==> config.mk <==
export PLATFORM = sky130hd
export DESIGN_NAME = burst_copy_engine
export DESIGN_NICKNAME = d
export VERILOG_FILES = /design/src/rtl/burst_copy_engine.sv
export SDC_FILE = /design/constraint.sdc
export NUM_CORES = 1
export LEC_CHECK = 0
export BUFFER_PORTS_ARGS = -buffer_cell sky130_fd_sc_hd__buf_2
export CAP_MARGIN = 20
export CORE_UTILIZATION = 45
export DETAILED_ROUTE_END_ITERATION = 10
export MAX_ROUTING_LAYER = met4
export PLACE_DENSITY = 0.71
export SLEW_MARGIN = 20
export SYNTH_ARGS = -nofsm -noshare
export SYNTH_HDL_FRONTEND = slang
export SYNTH_SLANG_ARGS = --single-unit
==> constraint.sdc <==
create_clock -name clk -period 3.5 [get_ports clk]
set_input_delay 0.175 -clock clk [delete_from_list [all_inputs] [get_ports clk]]
set_output_delay 0.175 -clock clk [all_outputs]
set_load 0.02 [all_outputs]
==> src/rtl/burst_copy_engine.sv <==
module burst_copy_engine #(
  parameter int SRC_BYTES = 64,
  parameter int DST_BYTES = 64,
  parameter int SPACE_W   = 3,
  parameter int TAG_W     = 6,
  parameter int RES_W     = 8,
  localparam int AW = $clog2(SRC_BYTES > DST_BYTES ? SRC_BYTES : DST_BYTES),
  localparam int LW = AW + 1
) (
  input  logic               clk,
  input  logic               rst_n,
  input  logic               exec_kill,
  input  logic               cmd_valid,
  input  logic [SPACE_W-1:0] cmd_src_space,
  input  logic [AW-1:0]      cmd_src_addr,
  input  logic [LW-1:0]      cmd_len,
  input  logic [SPACE_W-1:0] cmd_dst_space,
  input  logic [AW-1:0]      cmd_dst_addr,
  input  logic [TAG_W-1:0]   cmd_tag,
  output logic               cmd_refused,
  output logic               busy,
  output logic               src_rd_en,
  output logic [SPACE_W-1:0] src_rd_space,
  output logic [AW-1:0]      src_rd_addr,
  input  logic [7:0]         src_rd_data,
  output logic               dst_wr_en,
  output logic [SPACE_W-1:0] dst_wr_space,
  output logic [AW-1:0]      dst_wr_addr,
  output logic [7:0]         dst_wr_data,
  output logic               res_valid,
  output logic [TAG_W-1:0]   res_tag,
  output logic [RES_W-1:0]   res_value
);
  localparam int SW = LW + 1;
  localparam logic [RES_W-1:0] REJECT = '1;

  logic               busy_q, wr_pend_q, res_valid_q;
  logic [LW-1:0]      left_q;
  logic [AW-1:0]      rd_addr_q, wr_addr_q;
  logic [SPACE_W-1:0] src_sp_q, dst_sp_q;
  logic [TAG_W-1:0]   tag_q, res_tag_q;
  logic [RES_W-1:0]   res_value_q;

  logic accept, src_fits, dst_fits, last_write;

  assign accept      = cmd_valid && !busy_q && !exec_kill;
  assign cmd_refused = cmd_valid && !accept;
  assign src_fits    = (SW'(cmd_src_addr) + SW'(cmd_len)) <= SW'(SRC_BYTES);
  assign dst_fits    = (SW'(cmd_dst_addr) + SW'(cmd_len)) <= SW'(DST_BYTES);
  assign last_write  = busy_q && wr_pend_q && (left_q == '0);

  assign busy         = busy_q;
  assign src_rd_en    = busy_q && (left_q != '0);
  assign src_rd_space = src_sp_q;
  assign src_rd_addr  = rd_addr_q;
  assign dst_wr_en    = wr_pend_q;
  assign dst_wr_space = dst_sp_q;
  assign dst_wr_addr  = wr_addr_q;
  assign dst_wr_data  = src_rd_data;
  assign res_valid    = res_valid_q;
  assign res_tag      = res_tag_q;
  assign res_value    = res_value_q;

  always_ff @(posedge clk) begin
    if (!rst_n) begin
      busy_q      <= 1'b0;
      wr_pend_q   <= 1'b0;
      res_valid_q <= 1'b0;
      left_q      <= '0;
      rd_addr_q   <= '0;
      wr_addr_q   <= '0;
      src_sp_q    <= '0;
      dst_sp_q    <= '0;
      tag_q       <= '0;
      res_tag_q   <= '0;
      res_value_q <= '0;
    end else begin
      res_valid_q <= 1'b0;
      wr_pend_q   <= src_rd_en;
      if (src_rd_en) begin
        rd_addr_q <= rd_addr_q + 1'b1;
        left_q    <= left_q - 1'b1;
      end
      if (wr_pend_q) wr_addr_q <= wr_addr_q + 1'b1;
      if (last_write) begin
        busy_q      <= 1'b0;
        res_valid_q <= 1'b1;
        res_tag_q   <= tag_q;
        res_value_q <= RES_W'(dst_sp_q) + 1'b1;
      end
      if (accept) begin
        res_tag_q <= cmd_tag;
        if (!(src_fits && dst_fits)) begin
          res_valid_q <= 1'b1;
          res_value_q <= REJECT;
        end else if (cmd_len == '0) begin
          res_valid_q <= 1'b1;
          res_value_q <= RES_W'(cmd_dst_space) + 1'b1;
        end else begin
          busy_q    <= 1'b1;
          left_q    <= cmd_len;
          rd_addr_q <= cmd_src_addr;
          wr_addr_q <= cmd_dst_addr;
          src_sp_q  <= cmd_src_space;
          dst_sp_q  <= cmd_dst_space;
          tag_q     <= cmd_tag;
        end
      end
    end
  end
endmodule

Word-level counts from Yosys, hierarchy flattened --
Index checks and enable logic that the tools add are counted.
Word-level totals: register bits 48, bits of input ports 43, output and inout bits 45, logic and storage cells 62
Operators by class: add/sub/neg operators 7, magnitude comparators 2, multiplexer cells 26, bitwise logic cells 1, reductions and logical operators 15
Operators with widths (count):
- $mux W6 | 10
- $mux W8 | 4
- $mux W7 | 4
- $add A6 B7 Y8 | 2
- $le A8 B7 Y1 const B | 2
- $logic_not A7 Y1 | 2
- $add A6 B1 Y6 const B | 2
- $add A3 B1 Y4 const B | 2
- $mux W1 | 8
- $logic_and A1 B1 Y1 | 7
- $reduce_bool A7 Y1 | 1
- $sub A7 B1 Y7 const B | 1
- $logic_not A1 Y1 | 3
- $reduce_and A3 Y1 | 1
- $reduce_bool A2 Y1 | 1
- $not A1 Y1 | 1

Longest topological paths before layout --
Gate-level depths: netlist (run 1).
depth in word-level cells 6, gate-level depth with buffers 10, depth with buffers taken out 9

Worst setup path after synthesis (run 1) --
OpenSTA, ideal clock, no wires.
path kind input-to-reg, start point input port cmd_len[0], end point register wr_addr_q[1] (netlist: dst_wr_addr[1]), library setup time 0.122 ns, arrival 2.762 ns, data required time 3.378 ns, slack 0.616 ns, cell stages on the path 10, path buffers 1, path through ha_1 -> fa_1 -> a211oi_1 -> nor2_1 -> o311a_1 -> nor3_1 -> o221ai_1 -> or3b_1 -> buf_2 -> o311a_1
Between the ends: longest elaborated chain between the ends 5, elaborated cells on any way between the ends 9, those cells by class 2 x add/sub; 2 x order compare; 3 x mux; 2 x reduce/logical
Ends and longest elaborated chain:
- start: declaration | RTL line 16 | input logic [LW-1:0] cmd_len,
- $add A6 B7 Y8 (on tied branches) | RTL line 48, 49
- $le A8 B7 Y1 (on tied branches) | RTL line 48, 49
- $logic_and A1 B1 Y1 | RTL line 93 | if (!(src_fits && dst_fits)) begin
- $mux W6 * | RTL line 93
- $mux W6 * | RTL line 91 | if (accept) begin
- end signal: assignment | RTL line 84 | if (wr_pend_q) wr_addr_q <= wr_addr_q + 1'b1;
- end signal: assignment | RTL line 103 | wr_addr_q <= cmd_dst_addr;
- end: declaration | RTL line 39 | logic [AW-1:0] rd_addr_q, wr_addr_q;
Every way passes the cells marked *; elsewhere a longest branch is shown, timed or not. A chain may end at the register's enable or synchronous reset.

Worst setup path after layout (run 1) --
Ends and elaborated chain as after synthesis.

==> metrics.md, run 1 <==
| Metric | Value |
|---|---|
| Result of the run | `finished, final reports clean` |
| Critical path cell sequence | `buf_2, ha_1, fa_1, a211oi_1, nor2_1, o311a_1, nor3_1, o221ai_1, buf_4, or3b_1, o311a_1` |
| Worst slew pin tran | `0.672 ns` |
| Setup Skew | `approximately 0.0055 ns` |
| Worst skew pair latency | `0.31 ns` |
| GRT Residual Overflow | `0` |
| Post-DP HPWL | `around 5500 um` |
| Crit path arrival time | `between 3 and 4 ns` |
| Ys async rst share | `0%` |
| Postcts setup bufs | `0` |
| Die area | `0.00695 mm2` |
| Fin crit share | `87.7%` |
| CTS max path bufs | `2` |
| DR WL/cell | `about 15 um` |
| Design Power | `1.21 mW` |
| Die extent in y | `83.3 um` |
| Synth area leader | `dfxtp_1` |
| Residual DRC | `0` |
| Yosys reg bits | `48` |
| Top cell by count, worst path | `o311a_1` |
| Worst slew margin | `roughly 55%` |
| CP endpoint kind | `flop` |
| Syn avg cell area | `8.46 um2` |
| RSZ-0062 raised after global routing | `false` |
| Site Rows | `29` |
| Number of synthesized flops with an enable pin | `0` |
| Layout cells sized above 1 | `22.8%` |
| Finished Core Util | `about 54%` |
| Lkg Pwr | `1.46 nW` |
| DR iter-0 viols | `between 150 and 200` |
| CP Class | `in2reg` |
| CP max stage cell | `or3b_1` |
| Mapped Cells | `352` |
| Cell Pwr Density | `349 mW/mm2` |
| 1st-pass router iterations | `4` |
| CTS Sinks | `48` |
| Top cells by count, synth | `nand2_1, dfxtp_1, mux2i_1, nor2_1, ha_1` |
| Via count | `2762` |
| Main synth FF type | `dfxtp_1` |
| Fillers | `604` |
| CTS root buffer | `clkbuf_8` |
| Syn. warnings | `0` |
| Hold/Removal Path Class | `in2reg` |
| Clk slew on worst S/H paths | `roughly 0.09 ns` |
| Vias in the first global route | `2620` |
| Initial antenna violation count | `0` |
| CTS hold repair buffers | `0` |
| Largest net degree at the start of global routing | `41` |
| Register area share after synthesis | `around a third` |
| Global-route wire length before repair | `12400 um` |
| CP Max Fanout | `9` |
| Inserted Clock Buffers | `5` |
| CTS tree | `yes` |
| Final setup vio count | `0` |
| Post-route cell area | `0.00347 mm2` |
| Fin. max-slew vios | `0` |
| ANT nets after route | `0` |
| Core area | `0.00639 mm2` |
| Worst Hold Margin | `0.108 ns` |
| Routability congestion estimate | `0.878` |
| Starting density of the core | `46.6%` |
| P&R area growth vs syn | `16.7%` |
| Synthesized net count | `415` |
| Startpoint Class | `input pin` |
| Most common cell in the netlist | `nand2_1` |
| Placed Instance Area | `0.00338 mm2` |
| Hold Fails Final Rpt | `0` |
| Post-CTS resize count | `0` |
| Setup TNS | `0 ns` |
| Maxcap violations | `0` |
| Slowest stage delay, CP | `between 0.4 and 0.5 ns` |
| Cell Area, Synth | `0.00298 mm2` |
| Multi-input combinational cell area | `roughly 0.0019 mm2` |
| GR Util All Layers | `22.4%` |
| Boundary pin count | `88` |
| Die X | `around 83 um` |
| FF+latch area | `around 960 um2` |
| Count of different cell masters after synthesis | `48` |
| Via/cell ratio | `about 5.6` |
| Max frequency | `about 0.33 GHz` |
| Inserted Diodes | `0` |
| H-tree lvl count | `2` |
| Yosys top cell area share | `32.3%` |
| Top cells by area, synth | `dfxtp_1, nand2_1, mux2i_1, ha_1, a21boi_0` |
| Max VDD drop | `roughly 0.24 mV` |
| Nets | `479` |
| Min Tclk post-route | `3.07 ns` |
| Final wirelength | `7280 um` |
| Buffers on Ports | `71` |
| WP data required | `3.70 ns` |
==> cells by family after synthesis <==
group	synth area share (%)
simple gates	20.4
compound gates	18.8
flops	32.3
buf+inv	4.92
mux	8.78
xor+xnor	5.88
fa+ha+maj	8.91
==> report_power, final <==
group          switching (mW)  internal (mW)  total (mW)  leakage (nW)
logic                   0.162          0.112       0.274          1.03
clock network           0.200          0.160       0.360        0.0434
registers              0.0133          0.566       0.579         0.390
total                   0.376          0.838        1.21          1.46
==> final timing paths <==
check                                 startpoint  cells after the start               to  slack [ns]
worst max-delay path                  cmd_len[0]                     11   dst_wr_addr[1]        0.43
worst max register to register         left_q[4]                      6     res_value[0]        1.34
worst min-delay path            cmd_src_space[0]                      3  src_rd_space[0]        0.11
worst min register to register   src_rd_space[1]                      2  src_rd_space[1]        0.46
==> registers in the layout (all words and copies together) (netlist names) <==
name	cells
res_value	8
dst_wr_addr	6
tag_q	6
src_rd_space	3
src_rd_addr	6
res_tag	6
left_q	7
dst_wr_space	3
busy	1
dst_wr_en	1
res_valid	1
==> through the flow <==
step | instances | setup slack, ns
3_3_place_gp | 486 | 0.240
3_5_place_dp | 486 | 0.128
5_1_grt | 494 | 0.0911
6_report | 494 | 0.432
4_1_cts | 494 | 0.468
2_1_floorplan | 352 | 0.616
==> placed cells by master, fill, tap and decap left out, drive strengths merged, types with 9 or more instances in the layout <==
| master | count |
|---|---|
| o21ai | 9 |
| nand2 | 73 |
| mux2i | 25 |
| a21boi | 15 |
| buf | 80 |
| xor2 | 9 |
| xnor2 | 11 |
| nor2 | 20 |
| dfxtp | 48 |
| ha | 18 |
==> metal layers <==
metal | part of all wire (%) | GRT usage, % | vias up
met5 | 0 | - | -
met4 | 2.3 | 8.31 | 0
met2 | 47 | 35.4 | 84
met1 | 46 | 28.8 | 1285
met3 | 5.2 | 3.58 | 17
li1 | - | - | 1376
==> final cells by class <==
class	count	area share [%]
multi-input cells	274	53.8
flip-flops and latches	48	27.7
repair buffers	80	12.2
well taps	77	2.77
clock buffers	6	2.38
inverters	7	0.756
clock inverters	2	0.432
==> critical path: cells and delay by family <==
family                   cells  cell delay (ns)
AO/OA/AOI/OAI                4             1.34
adder cells (fa/ha/maj)      2             0.65
buffers and inverters        2             0.34
AND/OR/NAND/NOR              3             0.75
Note: power is estimated with default switching activity, not from simulation.
==> inputs of run 2 (changes only) <==
==> constraint.sdc (replaced) <==
create_clock -name clk -period 3.5 [get_ports clk]
set_input_delay 0.525 -clock clk [delete_from_list [all_inputs] [get_ports clk]]
set_output_delay 0.525 -clock clk [all_outputs]
set_load 0.02 [all_outputs]
==> metrics.md, run 2 (synthesis gave the netlist of run 1 again) <==
| Metric | Value |
|---|---|
| ANT nets after route | `0` |
| Setup TNS | `0 ns` |
| Min Tclk post-route | `3.25 ns` |
| Final setup vio count | `0` |
| Boundary pin count | `88` |
| Fillers | `a little over 600` |
| 1st-pass router iterations | `4` |
| Die extent in y | `83.3 um` |
| Result of the run | `finished, final reports clean` |
| CP Class | `in2reg` |
| Worst slew pin tran | `0.609 ns` |
| Die area | `between 0.006 and 0.007 mm2` |
| H-tree lvl count | `2` |
| CTS root buffer | `clkbuf_8` |
| Worst slew margin | `59.4%` |
| Inserted Clock Buffers | `5` |
| Nets | `480` |
| Initial antenna violation count | `0` |
| Post-CTS resize count | `0` |
| CTS Sinks | `48` |
| Post-route cell area | `about 0.0035 mm2` |
| Clk slew on worst S/H paths | `about 0.080 ns` |
| Most frequent cells in the layout | `nand2_1, buf_2, dfxtp_1` |
| Vias in the first global route | `2548` |
| Via count | `2704` |
| Starting density of the core | `46.6%` |
| GR Util All Layers | `21.4%` |
| Layout cells sized above 1 | `22.8%` |
| Largest net degree at the start of global routing | `40` |
| WP data required | `3.72 ns` |
| Fin. max-slew vios | `0` |
| Lkg Pwr | `1.47 nW` |
| R2R Path Start | `left_q[4]` |
| CP Max Fanout | `24` |
| CP startpoint | `cmd_len[0]` |
| RSZ-0062 raised after global routing | `false` |
| Fin crit share | `approximately 93%` |
| GRT Residual Overflow | `0` |
| Post-DP HPWL | `5300 um` |
| Inserted Diodes | `0` |
| CP endpoint kind | `flop` |
| Core area | `0.00639 mm2` |
| Global-route wire length before repair | `about 12000 um` |
| Final wirelength | `6940 um` |
| DR WL/cell | `14.0 um` |
| Hold/Removal Path Class | `reg2reg` |
| Cell Pwr Density | `343 mW/mm2` |
| Reg2reg path depth | `6` |
| Die X | `83.3 um` |
| Setup Skew | `0.0120 ns` |
| Design Power | `1.20 mW` |
| Critical Path End | `tag_q[4]` |
| Worst r2r dst | `res_value[0]` |
| Hold Fails Final Rpt | `0` |
| Site Rows | `29` |
| Placed Instance Area | `0.00340 mm2` |
| CTS max path bufs | `2` |
| Reg2reg setup slack | `1.28 ns` |
| Routability congestion estimate | `0.830` |
| Maxcap violations | `0` |
| Residual DRC | `0` |
| Max VDD drop | `roughly 0.36 mV` |
| Max frequency | `around 0.3 GHz` |
| Postcts setup bufs | `0` |
| Buffers on Ports | `roughly 70` |
| Startpoint Class | `input pin` |
| P&R area growth vs syn | `17.1%` |
| Worst skew pair latency | `0.30 ns` |
| Most common cell after layout, fill and taps aside | `nand2_1` |
| Via/cell ratio | `5.47` |
| CTS hold repair buffers | `0` |
| CTS tree | `yes` |
| Largest register FFs | `8` |
| DR iter-0 viols | `120` |
| Crit path arrival time | `3.47 ns` |
[run 2: worst min-delay path by stage]
| stage | to | startpoint | cells after the start | slack [ns] |
|---|---|---|---|---|
| final | src_rd_space[0] | src_rd_space[0] | 2 | 0.46 |
| after global routing | tag_q[3] | cmd_tag[3] | 3 | 0.46 |
| after CTS | src_rd_space[2] | cmd_src_space[2] | 3 | 0.46 |
| after detailed placement | src_rd_space[2] | src_rd_space[2] | 2 | 0.44 |
| after global placement | src_rd_space[0] | src_rd_space[0] | 2 | 0.44 |
| after floorplan | tag_q[0] | tag_q[0] | 2 | 0.43 |
[run 2: cell type report]
type | instances | area (um2) | area share, %
Clock inverter | 1 | 8.76 | 0.251
Tap cell | 77 | 96.3 | 2.76
Clock buffer | 6 | 82.6 | 2.37
Multi-Input combinational cell | 274 | 1870 | 53.6
Sequential cell | 48 | 961 | 27.5
Inverter | 7 | 26.3 | 0.753
Timing Repair Buffer | 81 | 443 | 12.7
[run 2: stage by stage]
stage	hold WS [ns]	worst slack, ns	util [%]	cells
after floorplan	0.434	0.266	-	352
after global placement	0.440	0.146	53.2	487
after detailed placement	0.445	-0.00414	53.2	487
after CTS	0.462	0.277	54.6	494
after global routing	0.460	0.0489	54.6	494
final	0.459	0.250	54.6	494
[run 2: critical path, cell delays in order]
cell	delay, ns
buf_2	0.13
ha_1	0.23
fa_1	0.43
a211oi_1	0.41
nor2_1	0.14
o221a_1	0.30
nor4_1	0.38
a2111oi_2	0.09
buf_4	0.18
nor3_4	0.19
buf_12	0.23
mux2i_1	0.22
[run 2: metal layers]
layer	global-route usage (%)	wire length (um)	up-vias	share of wire (%)
met5	-	0	-	0
met2	33.8	3150	70	45
met1	28.5	3280	1239	47
li1	-	-	1383	-
met4	5.80	103	0	1.5
met3	3.28	401	12	5.8
[run 2: power breakdown]
part	switching [mW]	total, mW	leakage (nW)	internal, mW
Sequential	0.0128	0.579	0.390	0.566
Combinational	0.163	0.278	1.04	0.115
Clock	0.181	0.339	0.0473	0.158
